$ cat src/rtl/hfir_pkg.sv
package hfir_pkg;
  typedef enum logic [1:0] {
    FM_BYPASS = 2'b00,
    FM_NARROW = 2'b01,
    FM_MID    = 2'b10,
    FM_WIDE   = 2'b11
  } fmode_e;

  localparam int unsigned NTAP = 7;
  localparam int unsigned MID  = NTAP / 2;
endpackage

$ cat src/rtl/hfir_line_ctrl.sv
module hfir_line_ctrl
  import hfir_pkg::*;
(
  input  logic clk_i,
  input  logic rst_ni,
  input  logic valid_i,
  input  logic sol_i,
  input  logic eol_i,
  output logic shift_o,
  output logic fill_o,
  output logic emit_o,
  output logic sol_o,
  output logic eol_o
);
  localparam int unsigned CW = $clog2(MID + 1);

  logic [CW-1:0]   flush_q;
  logic            shifted_q;
  logic [NTAP-1:0] v_q, s_q, e_q;
  logic [NTAP-2:0] keep;

  assign fill_o  = valid_i & sol_i;
  assign shift_o = valid_i | (flush_q != '0);
  assign keep    = {(NTAP-1){~fill_o}};

  // tail drain: MID extra shifts replicate the last sample
  always_ff @(posedge clk_i or negedge rst_ni) begin
    if (!rst_ni) begin
      flush_q <= '0;
    end else if (valid_i && eol_i) begin
      flush_q <= CW'(MID);
    end else if (flush_q != '0) begin
      flush_q <= flush_q - CW'(1);
    end
  end

  always_ff @(posedge clk_i or negedge rst_ni) begin
    if (!rst_ni) begin
      shifted_q <= 1'b0;
      v_q       <= '0;
      s_q       <= '0;
      e_q       <= '0;
    end else begin
      shifted_q <= shift_o;
      if (shift_o) begin
        v_q <= {v_q[NTAP-2:0] & keep, valid_i};
        s_q <= {s_q[NTAP-2:0] & keep, valid_i & sol_i};
        e_q <= {e_q[NTAP-2:0] & keep, valid_i & eol_i};
      end
    end
  end

  assign emit_o = shifted_q & v_q[MID];
  assign sol_o  = s_q[MID];
  assign eol_o  = e_q[MID];
endmodule

$ cat src/rtl/hfir_tap_line.sv
module hfir_tap_line
  import hfir_pkg::*;
#(
  parameter int unsigned DW = 8
) (
  input  logic                     clk_i,
  input  logic                     rst_ni,
  input  logic                     shift_i,
  input  logic                     fill_i,
  input  logic                     take_i,
  input  logic [DW-1:0]            din_i,
  output logic [NTAP-1:0][DW-1:0]  win_o
);
  logic [DW-1:0] tap_q [NTAP];

  for (genvar t = 0; t < NTAP; t++) begin : g_tap
    if (t == 0) begin : g_head
      // during drain the head holds, replicating the last sample
      always_ff @(posedge clk_i or negedge rst_ni) begin
        if (!rst_ni) begin
          tap_q[0] <= '0;
        end else if (shift_i && take_i) begin
          tap_q[0] <= din_i;
        end
      end
    end else begin : g_body
      // line start loads every tap with the first sample
      always_ff @(posedge clk_i or negedge rst_ni) begin
        if (!rst_ni) begin
          tap_q[t] <= '0;
        end else if (shift_i) begin
          tap_q[t] <= fill_i ? din_i : tap_q[t-1];
        end
      end
    end
    assign win_o[t] = tap_q[t];
  end
endmodule

$ cat src/rtl/hfir_kernel.sv
module hfir_kernel
  import hfir_pkg::*;
#(
  parameter int unsigned DW   = 8,
  parameter bit          LUMA = 1'b1
) (
  input  logic [NTAP-1:0][DW-1:0] win_i,
  input  fmode_e                  mode_i,
  output logic [DW-1:0]           px_o
);
  localparam int unsigned AW = DW + 6;
  localparam logic [AW-1:0] MAXV = AW'((1 << DW) - 1);

  logic [AW-1:0] p [NTAP];
  logic [AW-1:0] narrow_s, mid_s, wide_s, sel;

  for (genvar i = 0; i < NTAP; i++) begin : g_ext
    assign p[i] = AW'(win_i[i]);
  end

  assign narrow_s = (p[2] + (p[3] << 1) + p[4] + AW'(2)) >> 2;
  assign mid_s    = (p[1] + ((p[2] + p[3] + p[4]) << 1) + p[5] + AW'(4)) >> 3;

  if (LUMA) begin : g_luma
    // quarter-unit weights 4 4 7 18 7 4 4, divide by 48 via reciprocal
    localparam int unsigned SH = DW + 12;
    localparam int unsigned PW = AW + SH;
    localparam longint unsigned RECIP = ((64'd1 << SH) + 64'd47) / 64'd48;
    logic [AW-1:0] acc;
    logic [PW-1:0] prod;
    assign acc  = ((p[0] + p[1] + p[5] + p[6]) << 2) + (p[2] + p[4]) * AW'(7)
                + p[3] * AW'(18) + AW'(24);
    assign prod = PW'(acc) * PW'(RECIP);
    assign wide_s = AW'(prod >> SH);
  end else begin : g_chroma
    logic [AW-1:0] acc;
    assign acc = (p[1] + p[5]) * AW'(3) + (p[2] + p[4]) * AW'(8)
               + p[3] * AW'(10) + AW'(16);
    assign wide_s = acc >> 5;
  end

  always_comb begin
    unique case (mode_i)
      FM_NARROW: sel = narrow_s;
      FM_MID:    sel = mid_s;
      FM_WIDE:   sel = wide_s;
      default:   sel = p[MID];
    endcase
    px_o = (sel > MAXV) ? MAXV[DW-1:0] : sel[DW-1:0];
  end
endmodule

$ cat src/rtl/hfir_prefilter.sv
module hfir_prefilter
  import hfir_pkg::*;
#(
  parameter int unsigned DW = 8
) (
  input  logic          clk_i,
  input  logic          rst_ni,
  input  logic          valid_i,
  input  logic          sol_i,
  input  logic          eol_i,
  input  logic [1:0]    mode_y_i,
  input  logic [1:0]    mode_c_i,
  input  logic [DW-1:0] y_i,
  input  logic [DW-1:0] c_i,
  output logic          valid_o,
  output logic          sol_o,
  output logic          eol_o,
  output logic [DW-1:0] y_o,
  output logic [DW-1:0] c_o
);
  logic shift, fill, emit, ctl_sol, ctl_eol;
  logic [NTAP-1:0][DW-1:0] y_win, c_win;
  logic [DW-1:0] y_px, c_px;

  hfir_line_ctrl u_ctrl (
    .clk_i   (clk_i),
    .rst_ni  (rst_ni),
    .valid_i (valid_i),
    .sol_i   (sol_i),
    .eol_i   (eol_i),
    .shift_o (shift),
    .fill_o  (fill),
    .emit_o  (emit),
    .sol_o   (ctl_sol),
    .eol_o   (ctl_eol)
  );

  hfir_tap_line #(.DW(DW)) u_y_line (
    .clk_i   (clk_i),
    .rst_ni  (rst_ni),
    .shift_i (shift),
    .fill_i  (fill),
    .take_i  (valid_i),
    .din_i   (y_i),
    .win_o   (y_win)
  );

  hfir_tap_line #(.DW(DW)) u_c_line (
    .clk_i   (clk_i),
    .rst_ni  (rst_ni),
    .shift_i (shift),
    .fill_i  (fill),
    .take_i  (valid_i),
    .din_i   (c_i),
    .win_o   (c_win)
  );

  hfir_kernel #(.DW(DW), .LUMA(1'b1)) u_y_kernel (
    .win_i  (y_win),
    .mode_i (fmode_e'(mode_y_i)),
    .px_o   (y_px)
  );

  hfir_kernel #(.DW(DW), .LUMA(1'b0)) u_c_kernel (
    .win_i  (c_win),
    .mode_i (fmode_e'(mode_c_i)),
    .px_o   (c_px)
  );

  always_ff @(posedge clk_i or negedge rst_ni) begin
    if (!rst_ni) begin
      valid_o <= 1'b0;
      sol_o   <= 1'b0;
      eol_o   <= 1'b0;
      y_o     <= '0;
      c_o     <= '0;
    end else begin
      valid_o <= emit;
      sol_o   <= emit & ctl_sol;
      eol_o   <= emit & ctl_eol;
      if (emit) begin
        y_o <= y_px;
        c_o <= c_px;
      end
    end
  end
endmodule

$ cat config.mk
export PLATFORM = sky130hd
export DESIGN_NAME = hfir_prefilter
export DESIGN_NICKNAME = d
export VERILOG_FILES = /design/src/rtl/hfir_pkg.sv /design/src/rtl/hfir_line_ctrl.sv /design/src/rtl/hfir_tap_line.sv /design/src/rtl/hfir_kernel.sv /design/src/rtl/hfir_prefilter.sv
export SDC_FILE = /design/constraint.sdc
export NUM_CORES = 1
export LEC_CHECK = 0
export CAP_MARGIN = 15
export CORE_UTILIZATION = 35
export CTS_CLUSTER_SIZE = 16
export DETAILED_ROUTE_END_ITERATION = 8
export SKIP_CTS_REPAIR_TIMING = 1
export SLEW_MARGIN = 20
export SYNTH_ARGS = -nofsm -noshare
export SYNTH_HDL_FRONTEND = slang
export SYNTH_SLANG_ARGS = --single-unit
$ cat constraint.sdc
create_clock -name clk_i -period 25.5 [get_ports clk_i]
set_input_delay 5.1 -clock clk_i [delete_from_list [all_inputs] [get_ports clk_i]]
set_output_delay 5.1 -clock clk_i [all_outputs]
set_load 0.01 [all_outputs]
======== Word level (Yosys, flattened, before mapping) ========
Cells that the tools add are included.
storage, ports and cells
  flip-flop bits (word level) ............. 138
  bits of input ports ..................... 25
  output and inout bits ................... 19
  word-level logic and storage cells ...... 96
cells by class
  $add $sub $neg .......................... 29
  multiply operators ...................... 5
  order comparisons ....................... 2
  eq/ne operators ......................... 6
  mux-type cells .......................... 17
  bitwise operators ....................... 10
  reductions and logical operators ........ 4
operators with widths
  operator                  number
  $mux W8                   13
  $pmux W12 S3              2
  $add A14 B14 Y14          4
  $add A14 B8 Y14           4
  $add A8 B8 Y9             6
  $add A14 B2 Y14 const B   2
  $add A14 B3 Y14 const B   2
  $add A14 B5 Y14 const B   2
  $add A8 B14 Y14           2
  $gt A14 B8 Y1 const B     2
  $mul A14 B14 Y28 const B  1
  $add A13 B8 Y13           2
  $add A12 B8 Y12           2
  $add A8 B9 Y10            2
  $mul A14 B2 Y14 const B   1
  $mul A14 B3 Y14 const B   1
  $mul A8 B4 Y12 const B    1
  $mul A8 B3 Y11 const B    1
  $and A3 B3 Y3             3
  $eq A2 B2 Y1 const B      4
  $and A1 B1 Y1             5
  $eq A2 B1 Y1 const B      2
  $mux W2                   2
  $reduce_bool A2 Y1        2
  other kinds (4)           5

======== Logic depth before layout (Yosys ltp) ========
Gate-level depths: netlist of the first run.
  depth after elaboration ................. 10
  gate-level depth with buffers ........... 45
  depth with buffers taken out ............ 45

======== Hierarchy ========
A second synthesis of the first run with hierarchy kept.
unflattened totals
  cell total of the unflattened synthesis .. 1,905
  area total of the unflattened synthesis .. 18,261.3 µm²
by module, submodules not included
  module                     instances  cells an instance  area each (µm²)  sequential area each (µm²)
  hfir_kernel at u_y_kernel  1          916                8,016.4          0.0
  hfir_tap_line              2          226                2,532.4          1,401.3
  hfir_kernel at u_c_kernel  1          444                3,777.4          0.0
  hfir_prefilter             1          39                 732.0            475.5
  hfir_line_ctrl             1          54                 670.6            375.4

======== Worst setup path after synthesis of the first run ========
Ideal clock, no wire load.
  path type ............................... register -> register
  from .................................... register u_y_line.tap_q, in the netlist u_y_line.win_o[0]
  to ...................................... register y_o[3]
  setup time .............................. 0.083 ns
  arrival time ............................ 9.856 ns
  data required time ...................... 25.417 ns
  path slack .............................. 15.561 ns
  stages on the path, launching flop included .. 39
  path buffers ............................ 0
  period minus slack after synthesis ...... 9.939 ns
  cell sequence ........................... dfrtp_1 > ha_1 > inv_1 > fa_1 > fa_1 > inv_1 > ha_1 > fa_1 > fa_1 > inv_1 > fa_1 > inv_1 > fa_1 > fa_1 > a21o_1 > a21oi_2 > o21bai_1 > a2111o_1 > [3 not listed] > ha_1 > inv_1 > fa_1 > inv_1 > fa_1 > fa_1 > inv_1 > fa_1 > inv_1 > ha_1 > a21oi_1 > nand2_1 > a2111oi_4 > o211ai_1 > o211a_1 > o31ai_1 > o21ai_0 > o21ai_0
between the ends
  longest elaborated chain between the ends .. 10
ends and longest elaborated chain
  element                          RTL line              source
  start, declared                  hfir_tap_line.sv:14   logic [DW-1:0] tap_q [NTAP];
  $add A8 B8 Y9 *                  hfir_kernel.sv:31     assign acc = ((p[0] + p[1] + p[5] + p[6]) << 2) + (p[2] + p[4]) * AW'(7)
  $add A12 B8 Y12 * (2 in series)  hfir_kernel.sv:31
  $add A14 B14 Y14 *               hfir_kernel.sv:31
  $add A14 B14 Y14 *               hfir_kernel.sv:32     + p[3] * AW'(18) + AW'(24);
  $add A14 B5 Y14 *                hfir_kernel.sv:32
  $mul A14 B14 Y28 *               hfir_kernel.sv:33     assign prod = PW'(acc) * PW'(RECIP);
  $pmux W12 S3 *                   hfir_kernel.sv:43     unique case (mode_i)
  $gt A14 B8 Y1                    hfir_kernel.sv:49     px_o = (sel > MAXV) ? MAXV[DW-1:0] : sel[DW-1:0];
  $mux W8 *                        hfir_kernel.sv:49
  end signal, assigned             hfir_prefilter.sv:82  y_o <= y_px;
  end, declared                    hfir_prefilter.sv:18  output logic [DW-1:0] y_o,
Mark *: on every way between the ends. The rest lies on a longest branch, timed or not.
A chain may end at the register's enable or synchronous reset.

======== Final worst setup path of the first run ========
  from .................................... register u_y_line.tap_q, in the netlist u_y_line.win_o[8]
  to ...................................... register y_o[4]
between the ends
  longest elaborated chain between the ends .. 10
  elaborated cells between the ends (all ways) .. 13
  classes of those cells .................. add/sub: 9; mul: 1; order compare: 1; mux: 2
ends and longest elaborated chain
  element                          RTL line             source
  start signal, assigned by index  hfir_tap_line.sv:32  tap_q[t] <= fill_i ? din_i : tap_q[t-1];
  $add A8 B8 Y9                    hfir_kernel.sv:31
  $add A12 B8 Y12 (2 in series)    hfir_kernel.sv:31
  $add A14 B14 Y14                 hfir_kernel.sv:31
  $add A14 B14 Y14                 hfir_kernel.sv:32
  $add A14 B5 Y14                  hfir_kernel.sv:32
  $mul A14 B14 Y28                 hfir_kernel.sv:33
  $pmux W12 S3 *                   hfir_kernel.sv:43
  $gt A14 B8 Y1                    hfir_kernel.sv:49
  $mux W8 *                        hfir_kernel.sv:49
Marked as above.

==> results of run 1 <==
## cells in the mapped netlist (4+ instances only)
cell type and instances:
ha_1 305, inv_1 304, a21oi_1 185, dfrtp_1 138, fa_1 135, o21ai_0 108
nand2_1 99, nor2_1 83, xnor2_1 81, a211oi_1 66, clkbuf_1 56, xor2_1 45
a21o_1 44, nor2b_1 40, o21bai_1 33, nor3_1 23, and3_1 21, mux2_2 16
nand3_1 16, a221o_1 15, nand2b_1 15, nand4_1 10, o211ai_1 10, o21a_1 8
or3_1 7, a221oi_1 6, a31oi_1 5, mux2i_1 5, a2111oi_0 4, a22oi_1 4
nand3b_1 4, o22ai_1 4, o32ai_1 4, or4_1 4
## sequential cells by signal, summed over array words and instances, names as in the netlist
name              count
u_y_line.win_o       56
sol_o                 1
y_o                   8
u_ctrl.s_q            4
u_ctrl.v_q            4
u_c_line.win_o       48
u_ctrl.flush_q        2
u_ctrl.e_q            4
c_o                   8
u_ctrl.shifted_q      1
valid_o               1
eol_o                 1
## area by class of cell
cell class / count / area [µm²]
multi-input combinational: 1461 / 13000
clock buffer: 18 / 429
timing repair buffer: 48 / 464
tap: 672 / 841
clock inverter: 14 / 159
sequential: 138 / 3450
fill: 5107 / 30600
inverter: 304 / 1140
## cell families (layout without fill, tap and decap cells)
kind of cell / Yosys count / count (layout) / share of synthesized area [%]
AO/OA/AOI/OAI: 538 / 538 / 19.5
XOR/XNOR: 126 / 126 / 6.21
adder cells (fa/ha/maj): 441 / 441 / 36.7
buffers and inverters: 365 / 384 / 7.73
flip-flops: 138 / 138 / 19.4
multiplexers: 21 / 21 / 1.30
AND/OR/NAND/NOR: 335 / 335 / 9.13
## layer usage
metal | track usage [%] | routed length [µm] | vias to the layer above
li1 | - | - | 6788
met1 | 25.2 | 21400 | 6763
met2 | 29.5 | 21000 | 212
met3 | 1.81 | 1240 | 35
met4 | 3.92 | 544 | 0
met5 | 0 | 0 | -
## final timing paths
path,startpoint,slack [ns],endpoint,depth (start not counted)
worst max-delay path,u_y_line.win_o[8],14.77,y_o[4],41
worst min-delay path,u_ctrl.s_q[0],0.48,u_ctrl.s_q[0],2
worst max register to register,u_y_line.win_o[8],14.77,y_o[4],41
worst min register to register,u_ctrl.s_q[0],0.48,u_ctrl.s_q[0],2
max in group asynchronous,rst_ni,19.42,u_y_line.win_o[27],2
min in group asynchronous,rst_ni,4.64,u_y_line.win_o[38],1
## through the flow
step	hold WS [ns]	cells	utilization (%)
6_report	0.483	2655	38.8
5_1_grt	0.510	2655	38.8
4_1_cts	0.485	2655	38.8
3_5_place_dp	0.466	2623	37.6
3_3_place_gp	0.464	2623	37.6
2_1_floorplan	0.446	1964	-
## worst max-delay path, delay by kind of cell, from the launching register on
kind                       cells  cell delay (ns)
xor gates and xnor gates       2             0.66
and+or+nand+nor                7             1.20
buffers and inverters          6             0.33
DFF                            1             0.41
AOI/OAI and AO/OA             10             1.91
adders and majority gates     16             6.11
==> flow_summary_export.csv, run 1 <==
group,metric,value,unit
run_status,status,"finished clean",
worst_setup_path,path_class,"reg2reg",
die,die_h,227,µm
flow_run,maxCapViolCount,0,
logic_synthesis,yosysSeqAreaShare,19.4,%
logic_synthesis,yosysTopAreaCellShare,21.5,%
placed_design,place_congestion,0.905,
die,start_util,35.5,%
route,wl_per_cell,16.7,µm
sta,worst_pin_slew,1.04,ns
die,die_area,51700,µm²
logic_synthesis,synth_area_leaders,"ha_1 (21%), dfrtp_1 (19%), fa_1 (15%)",
global_route,grt_max_degree,105,
final_layout,antenna_cells,0,
sta,period_share,42.1,%
logic_synthesis,syn_inst,1964,
route,wl,44300,µm
sta,hold_viol,0,
global_route,antenna_found_initial,1,
logic_synthesis,syn_avg_cell_area,9.05,µm²
clock_tree,clock_sinks,138,
global_route,gr-total-overflow,0,
sta,fin_skew,0.0137,ns
clock_tree,htree_levels,4,
worst_setup_path,end_kind,"flip-flop",
logic_synthesis,ys.warnings.count,0,
die,rows,82,
worst_setup_path,slowest_delay,0.54,ns
placed_design,place_hpwl,36400,µm
global_route,track_usage,17.9,%
logic_synthesis,ys_types,69,
global_route,grt_pass1_vias,13974,
logic_synthesis,ys_ff_latch,138,
final_layout,final_cell_area,19400,µm²
clock_tree,cts-root-buf,"clkbuf_16",
sta,setup_tns,0,ns
worst_setup_path,crit_fanout,5,
logic_synthesis,synth_ff_type,"dfrtp_1",
min_path,hold_class,"reg2reg",
clock_tree,clk-insertion-delay-late,0.44,ns
final_layout,drive_above_1_share,3.73,%
logic_synthesis,yosysTopAreaCell,"ha_1",
route,vias,13798,
final_layout,layout_common_cells,"inv_1 (304), ha_1 (304), a21oi_1 (185), dfrtp_1 (138), fa_1 (135)",
sta,fin_ws,14.77,ns
sta,grt_setup_unrepaired,"no",
clock_tree,cts_tree,"built",
die,core_area,50100,µm²
sta,period_needed,10.73,ns
clock_tree,cts_buffers,17,
sta,slew_headroom,30.6,%
clock_tree,cts_buffer_depth,2,
worst_setup_path,cp.arrival,11.09,ns
sta,timing.final.max_slew_violations,0,
route,drc,0,
route,drt-initial-drc-count,693,
route,drt_pass1_iterations,4,
die,fp.dieW,227,µm
logic_synthesis,syn_area,17800,µm²
sta,setup_violations,0,
route,detail-route-antenna-nets,0,
placed_design,place_ws,14.78,ns
placed_design,io_buffers,43,
final_layout,areaGrowthSynthToFinish,9.42,%
die,top_level_ports,44,
placed_design,place_area,18900,µm²
logic_synthesis,synth_edf_count,0,
worst_setup_path,required,25.86,ns
route,viasPerCell,5.20,
clock_tree,clkTransAtPathRegs,0.06,ns
sta,fmax,93.2,MHz
worst_setup_path,worst_setup_path_start_kind,"flip-flop",
global_route,grt_first_pass_wirelength,73100,µm
worst_setup_path,cpMaxStageDelayCell,"fa_1",
logic_synthesis,syn-num-nets,2429,
logic_synthesis,ys_async_sr_fraction,100,%
final_layout,final_nets,2435,
Power of run 1 is not shown: default switching activity piles up to over one toggle a cycle in this logic, so the estimate is an artifact.
==> run 2, diff against run 1 <==
==> constraint.sdc (replaced) <==
create_clock -name clk_i -period 9.5 [get_ports clk_i]
set_input_delay 1.9 -clock clk_i [delete_from_list [all_inputs] [get_ports clk_i]]
set_output_delay 1.9 -clock clk_i [all_outputs]
set_load 0.01 [all_outputs]
==> run 2 against run 1 <==
  * The run now ends with setup timing left
  * Utilization grew 3.4 points
  * Final cell count up 4.7%
  * Setup slack lost 15 ns
  * Fmax grew 10%
  * Global-route usage rose by 0.62 points
  * Design area rose by 8.8%
  * Flip-flop and latch count stayed put
  * First-iteration DRC count grew 6.1%
==> flow_summary_export.csv, run 2 (same netlist as run 1, synthesis figures left out) <==
group,metric,value,unit
min_path,holdPathStages,1,
global_route,track_usage,18.5,%
sta,setup_violations,8,
final_layout,n_fill_cell,4972,
clock_tree,cts_buffers,17,
sta,worst_pin_slew,1.02,ns
die,fp.dieW,227,µm
worst_setup_path,r2r_slack,-0.25,ns
sta,period_needed,9.75,ns
final_layout,drive_above_1_share,14.2,%
die,start_util,35.5,%
min_path,hold_class,"reg2reg",
sta,period_share,103,%
clock_tree,clock_sinks,138,
sta,timing.final.max_slew_violations,0,
die,rows,82,
worst_setup_path,slowest_delay,0.54,ns
worst_setup_path,cp_top_family,"adder cells",
worst_setup_path,worst_setup_path_start_kind,"flip-flop",
worst_setup_path,end_kind,"flip-flop",
die,die_area,51700,µm²
min_path,min_to,"u_ctrl.v_q[0]",
sta,fin_skew,0.0134,ns
clock_tree,cts_buffer_depth,2,
route,detail-route-antenna-nets,0,
final_layout,final_common_cell,"inv_1",
global_route,grt_first_pass_wirelength,75400,µm
global_route,grt_max_degree,109,
worst_setup_path,cp.arrival,10.11,ns
final_layout,largest_reg_flops,56,
flow_run,maxCapViolCount,0,
clock_tree,cts_tree,"built",
final_layout,layout_common_cells,"inv_1 (291), ha_1 (274), a21oi_1 (170), dfrtp_1 (138), fa_1 (129)",
clock_tree,cts-root-buf,"clkbuf_16",
sta,fmax,103,MHz
route,viasPerCell,5.17,
die,core_area,50100,µm²
final_layout,antenna_cells,0,
die,top_level_ports,44,
sta,slew_headroom,31.8,%
worst_setup_path,required,9.86,ns
worst_setup_path,critPathBufInv,10,
global_route,gr-total-overflow,0,
global_route,antenna_found_initial,0,
route,drt-initial-drc-count,735,
sta,hold_viol,0,
worst_setup_path,path_class,"reg2reg",
placed_design,place_congestion,0.920,
worst_setup_path,crit_fanout,4,
placed_design,place_hpwl,38100,µm
route,drt_pass1_iterations,5,
clock_tree,clkTransAtPathRegs,0.06,ns
route,drc,0,
final_layout,register_area,3450,µm²
global_route,grt_pass1_vias,14420,
clock_tree,htree_levels,4,
min_path,worstHoldStart,"u_ctrl.v_q[0]",
worst_setup_path,reg2reg_from,"u_y_line.win_o[8]",
sta,grt_setup_unrepaired,"yes",
run_status,status,"complete, but fails checks",
route,wl_per_cell,16.9,µm
sta,hold-worst-slack,0.484,ns
route,wl,46900,µm
worst_setup_path,reg2regPathDepth,39,
die,die_h,227,µm
final_layout,areaGrowthSynthToFinish,19.0,%
clock_tree,clk-insertion-delay-late,0.45,ns
worst_setup_path,cpMaxStageDelayCell,"fa_1",
final_layout,final_nets,2560,
run_status,violations,"setup timing",
sta,fin_ws,-0.250,ns
worst_setup_path,r2r-end,"y_o[3]",
final_layout,multiInputGateArea,13700,µm²
placed_design,io_buffers,43,
route,vias,14372,
[run 2: changes by cell type in the layout (fill, tap and decap cells not counted), moves of 9 or more]
cell     change
inv_1       -13
ha_4        +24
buf_4      +120
ha_1        -30
xnor2_1      -9
a21oi_1     -15
inv_2       +12
a21oi_2     +12
[run 2: per-stage QoR]
stage	cells	worst slack [ns]	util [%]	cell area (µm²)	TNS, ns
floorplan	1964	0.00758	-	17800	0
global placement	2738	-0.419	39.6	19800	-3.12
detailed placement	2738	-0.555	39.6	19800	-4.18
CTS	2769	-0.590	40.8	20400	-4.49
global route	2779	-0.736	42.2	21100	-5.21
finish	2779	-0.250	42.2	21100	-1.63
[run 2: worst max-delay path by stage]
stage / from / endpoint / slack, ns / cells after the start
after floorplan: u_y_line.win_o[0] / y_o[4] / 0.008 / 38
after global placement: u_y_line.win_o[0] / y_o[3] / -0.42 / 42
after detailed placement: u_y_line.win_o[0] / y_o[4] / -0.56 / 41
after CTS: u_y_line.win_o[0] / y_o[4] / -0.59 / 40
after global routing: u_y_line.win_o[8] / y_o[3] / -0.74 / 41
final: u_y_line.win_o[8] / y_o[3] / -0.25 / 39
[run 2: layer usage]
layer / GRT usage [%] / share of wire, %
met3: 1.81 / 3.1
met5: 0 / 0
met2: 30.7 / 47
met1: 25.9 / 48
met4: 4.35 / 1.7
[run 2: worst register-to-register path, delay by kind of cell (launching register included)]
kind / cells / cell delay [ns]
AO/OA/AOI/OAI: 12 / 2.30
buffers and inverters: 10 / 0.59
XOR/XNOR: 1 / 0.17
flip-flops: 1 / 0.38
AND/OR/NAND/NOR: 1 / 0.09
adder cells (fa/ha/maj): 15 / 6.14
[run 2: final cells by class]
cell class                 count  area share (%)
multi-input combinational   1461            64.6
sequential                   138            16.3
timing repair buffer         173            6.72
inverter                     304            5.41
tap                          672            3.98
clock buffer                  20            2.11
clock inverter                11           0.811
Power of run 2 is left out for the same reason.
==> run 3, diff against run 2 <==
--- a/config.mk
+++ b/config.mk
@@ -5,6 +5,7 @@
 export SDC_FILE = /design/constraint.sdc
 export NUM_CORES = 1
 export LEC_CHECK = 0
+export ABC_AREA = 1
 export CAP_MARGIN = 15
 export CORE_UTILIZATION = 35
 export CTS_CLUSTER_SIZE = 16
==> run 3 against run 2 <==
  * The run now ends clean
  * Clock skew down 0.0016 ns
  * Flip-flop and latch count unchanged
  * Worst hold slack worse by 0.0093 ns
  * Global-route usage up 0.77 points
  * Critical path depth up 9
  * Largest cell class unchanged
==> flow_summary_export.csv, run 3 <==
group,metric,value,unit
logic_synthesis,syn-num-nets,2832,
clock_tree,cts_buffer_depth,2,
final_layout,final_nets,2974,
sta,setup_violations,0,
logic_synthesis,ys_async_sr_fraction,100,%
sta,worst_pin_slew,1.07,ns
logic_synthesis,ys.warnings.count,0,
die,rows,83,
logic_synthesis,ys_types,55,
logic_synthesis,synth_top_family_by_area,"adder cells",
run_status,status,"finished clean",
die,start_util,35.6,%
worst_setup_path,slowest_delay,0.53,ns
global_route,grt_first_pass_wirelength,81700,µm
logic_synthesis,synth_ff_type,"dfrtp_1",
clock_tree,cts-root-buf,"clkbuf_16",
clock_tree,cts_buffers,17,
route,drt_pass1_iterations,5,
clock_tree,clock_sinks,138,
logic_synthesis,syn_avg_cell_area,7.77,µm²
die,die_h,231,µm
clock_tree,clkTransAtPathRegs,0.07,ns
logic_synthesis,synth_commonest_cells,"inv_1 (487), nand2_1 (438), ha_1 (305)",
worst_setup_path,reg2reg_from,"u_y_line.win_o[8]",
sta,timing.final.max_slew_violations,0,
logic_synthesis,synth_edf_count,0,
placed_design,place_hpwl,42000,µm
final_layout,final_cells,3202,
route,wl_per_cell,15.9,µm
final_layout,layout_common_cells,"inv_1 (462), nand2_1 (416), a21oi_1 (271), ha_1 (263), dfrtp_1 (138)",
worst_setup_path,critPathLaunch,"u_y_line.win_o[8]",
global_route,antenna_found_initial,0,
die,fp.dieW,231,µm
sta,fmax,108,MHz
die,core_area,51600,µm²
logic_synthesis,ys_ff_latch,138,
logic_synthesis,syn_area,18400,µm²
final_layout,largest_reg_flops,56,
die,die_area,53500,µm²
clock_tree,htree_levels,4,
logic_synthesis,synth_area_leaders,"ha_1 (21%), dfrtp_1 (19%), fa_1 (15%)",
placed_design,place_congestion,0.929,
logic_synthesis,synth-compound-area-share,12.7,%
global_route,track_usage,19.3,%
sta,grt_setup_unrepaired,"yes",
sta,period_share,97.4,%
route,detail-route-antenna-nets,0,
worst_setup_path,required,9.88,ns
worst_setup_path,cp_top_family,"adder cells",
global_route,gr-total-overflow,0,
placed_design,io_buffers,43,
min_path,worstHoldStart,"u_ctrl.s_q[0]",
worst_setup_path,worst_setup_path_start_kind,"flip-flop",
worst_setup_path,cp.arrival,9.64,ns
route,drt-initial-drc-count,892,
route,wl,50900,µm
worst_setup_path,cpMaxStageDelayCell,"fa_1",
route,viasPerCell,4.91,
logic_synthesis,synth.area.mux_share,0.918,%
clock_tree,clk-insertion-delay-late,0.45,ns
sta,slew_headroom,29.0,%
placed_design,dp_cells,3161,
logic_synthesis,yosysTopAreaCell,"ha_1",
worst_setup_path,critPathBufInv,13,
final_layout,antenna_cells,0,
die,top_level_ports,44,
route,drc,0,
route,vias,15719,
worst_setup_path,path_class,"reg2reg",
logic_synthesis,synthXorXnorAreaFrac,4.77,%
clock_tree,cts_tree,"built",
sta,fin_skew,0.0118,ns
min_path,hold_class,"reg2reg",
logic_synthesis,yosysTopAreaCellShare,20.7,%
worst_setup_path,crit_fanout,3,
logic_synthesis,syn_inst,2367,
sta,hold_viol,0,
final_layout,drive_above_1_share,14.0,%
logic_synthesis,synthMostInstantiatedCell,"inv_1",
logic_synthesis,synth-adder-area-share,35.4,%
global_route,grt_max_degree,97,
sta,period_needed,9.26,ns
final_layout,areaGrowthSynthToFinish,19.0,%
worst_setup_path,end_kind,"flip-flop",
logic_synthesis,yosysSeqAreaShare,18.8,%
logic_synthesis,synth-simple-area-share,16.7,%
flow_run,maxCapViolCount,0,
final_layout,final_common_cell,"inv_1",
global_route,grt_pass1_vias,15718,
==> run 3: cell count changes after synthesis, moves of 51 or more <==
cell      delta
a21oi_1    +101
inv_1      +183
a211oi_1    -64
nand3_1     +80
o21ai_0     -52
nand2_1    +339
xnor2_1     -51
==> run 3: worst paths after layout <==
check	end	slack, ns	cells past startpoint
setup / recovery	y_o[7]	0.24	48
setup reg to reg	y_o[7]	0.24	48
hold reg to reg	u_ctrl.s_q[0]	0.47	2
min in group asynchronous	u_c_line.win_o[16]	1.43	1
hold / removal	u_ctrl.s_q[0]	0.47	2
max in group asynchronous	u_y_line.win_o[34]	6.60	2
==> run 3: cells by family after synthesis <==
family          count (synthesis)
compound gates                426
xor+xnor                       95
fa+ha+maj                     440
buf+inv                       524
flops                         138
mux                            15
simple gates                  729
==> run 3: through the flow <==
step / hold slack, ns / setup WS [ns] / instance area, µm² / setup TNS, ns / util [%]
2_1_floorplan: 0.443 / 0.239 / 18400 / 0 / -
6_report: 0.475 / 0.243 / 21900 / 0 / 42.4
3_5_place_dp: 0.469 / -0.361 / 20300 / -2.76 / 39.4
3_3_place_gp: 0.458 / -0.217 / 20300 / -1.57 / 39.4
5_1_grt: 0.501 / -0.158 / 21900 / -0.943 / 42.4
4_1_cts: 0.483 / -0.428 / 20900 / -3.31 / 40.6
==> run 3: per-layer routing <==
layer / track usage [%] / part of all wire (%) / routed length (µm) / up-vias
met5: 0 / 0 / 0 / -
met1: 26.6 / 47 / 24100 / 7549
met4: 4.22 / 1.3 / 649 / 0
met3: 1.76 / 3.9 / 1990 / 41
met2: 32.6 / 47 / 24100 / 287
li1: - / - / - / 7842
==> run 3: final cells by class <==
| type | count | area, µm² |
|---|---|---|
| fillers | 5188 | 29700 |
| multi-input cells | 1705 | 13900 |
| flip-flops and latches | 138 | 3450 |
| inverters | 497 | 1870 |
| repair buffers | 150 | 1240 |
| well taps | 680 | 851 |
| clock buffers | 20 | 437 |
| clock inverters | 12 | 186 |
==> run 3: worst reg2reg max path: cells and delay by family, from the launching register on <==
family | cells | cell delay, ns
fa+ha+maj | 15 | 5.80
simple gates | 12 | 0.89
buf+inv | 13 | 0.87
compound gates | 6 | 0.80
xor+xnor | 2 | 0.43
flops | 1 | 0.39
Power of run 3 is left out for the same reason.
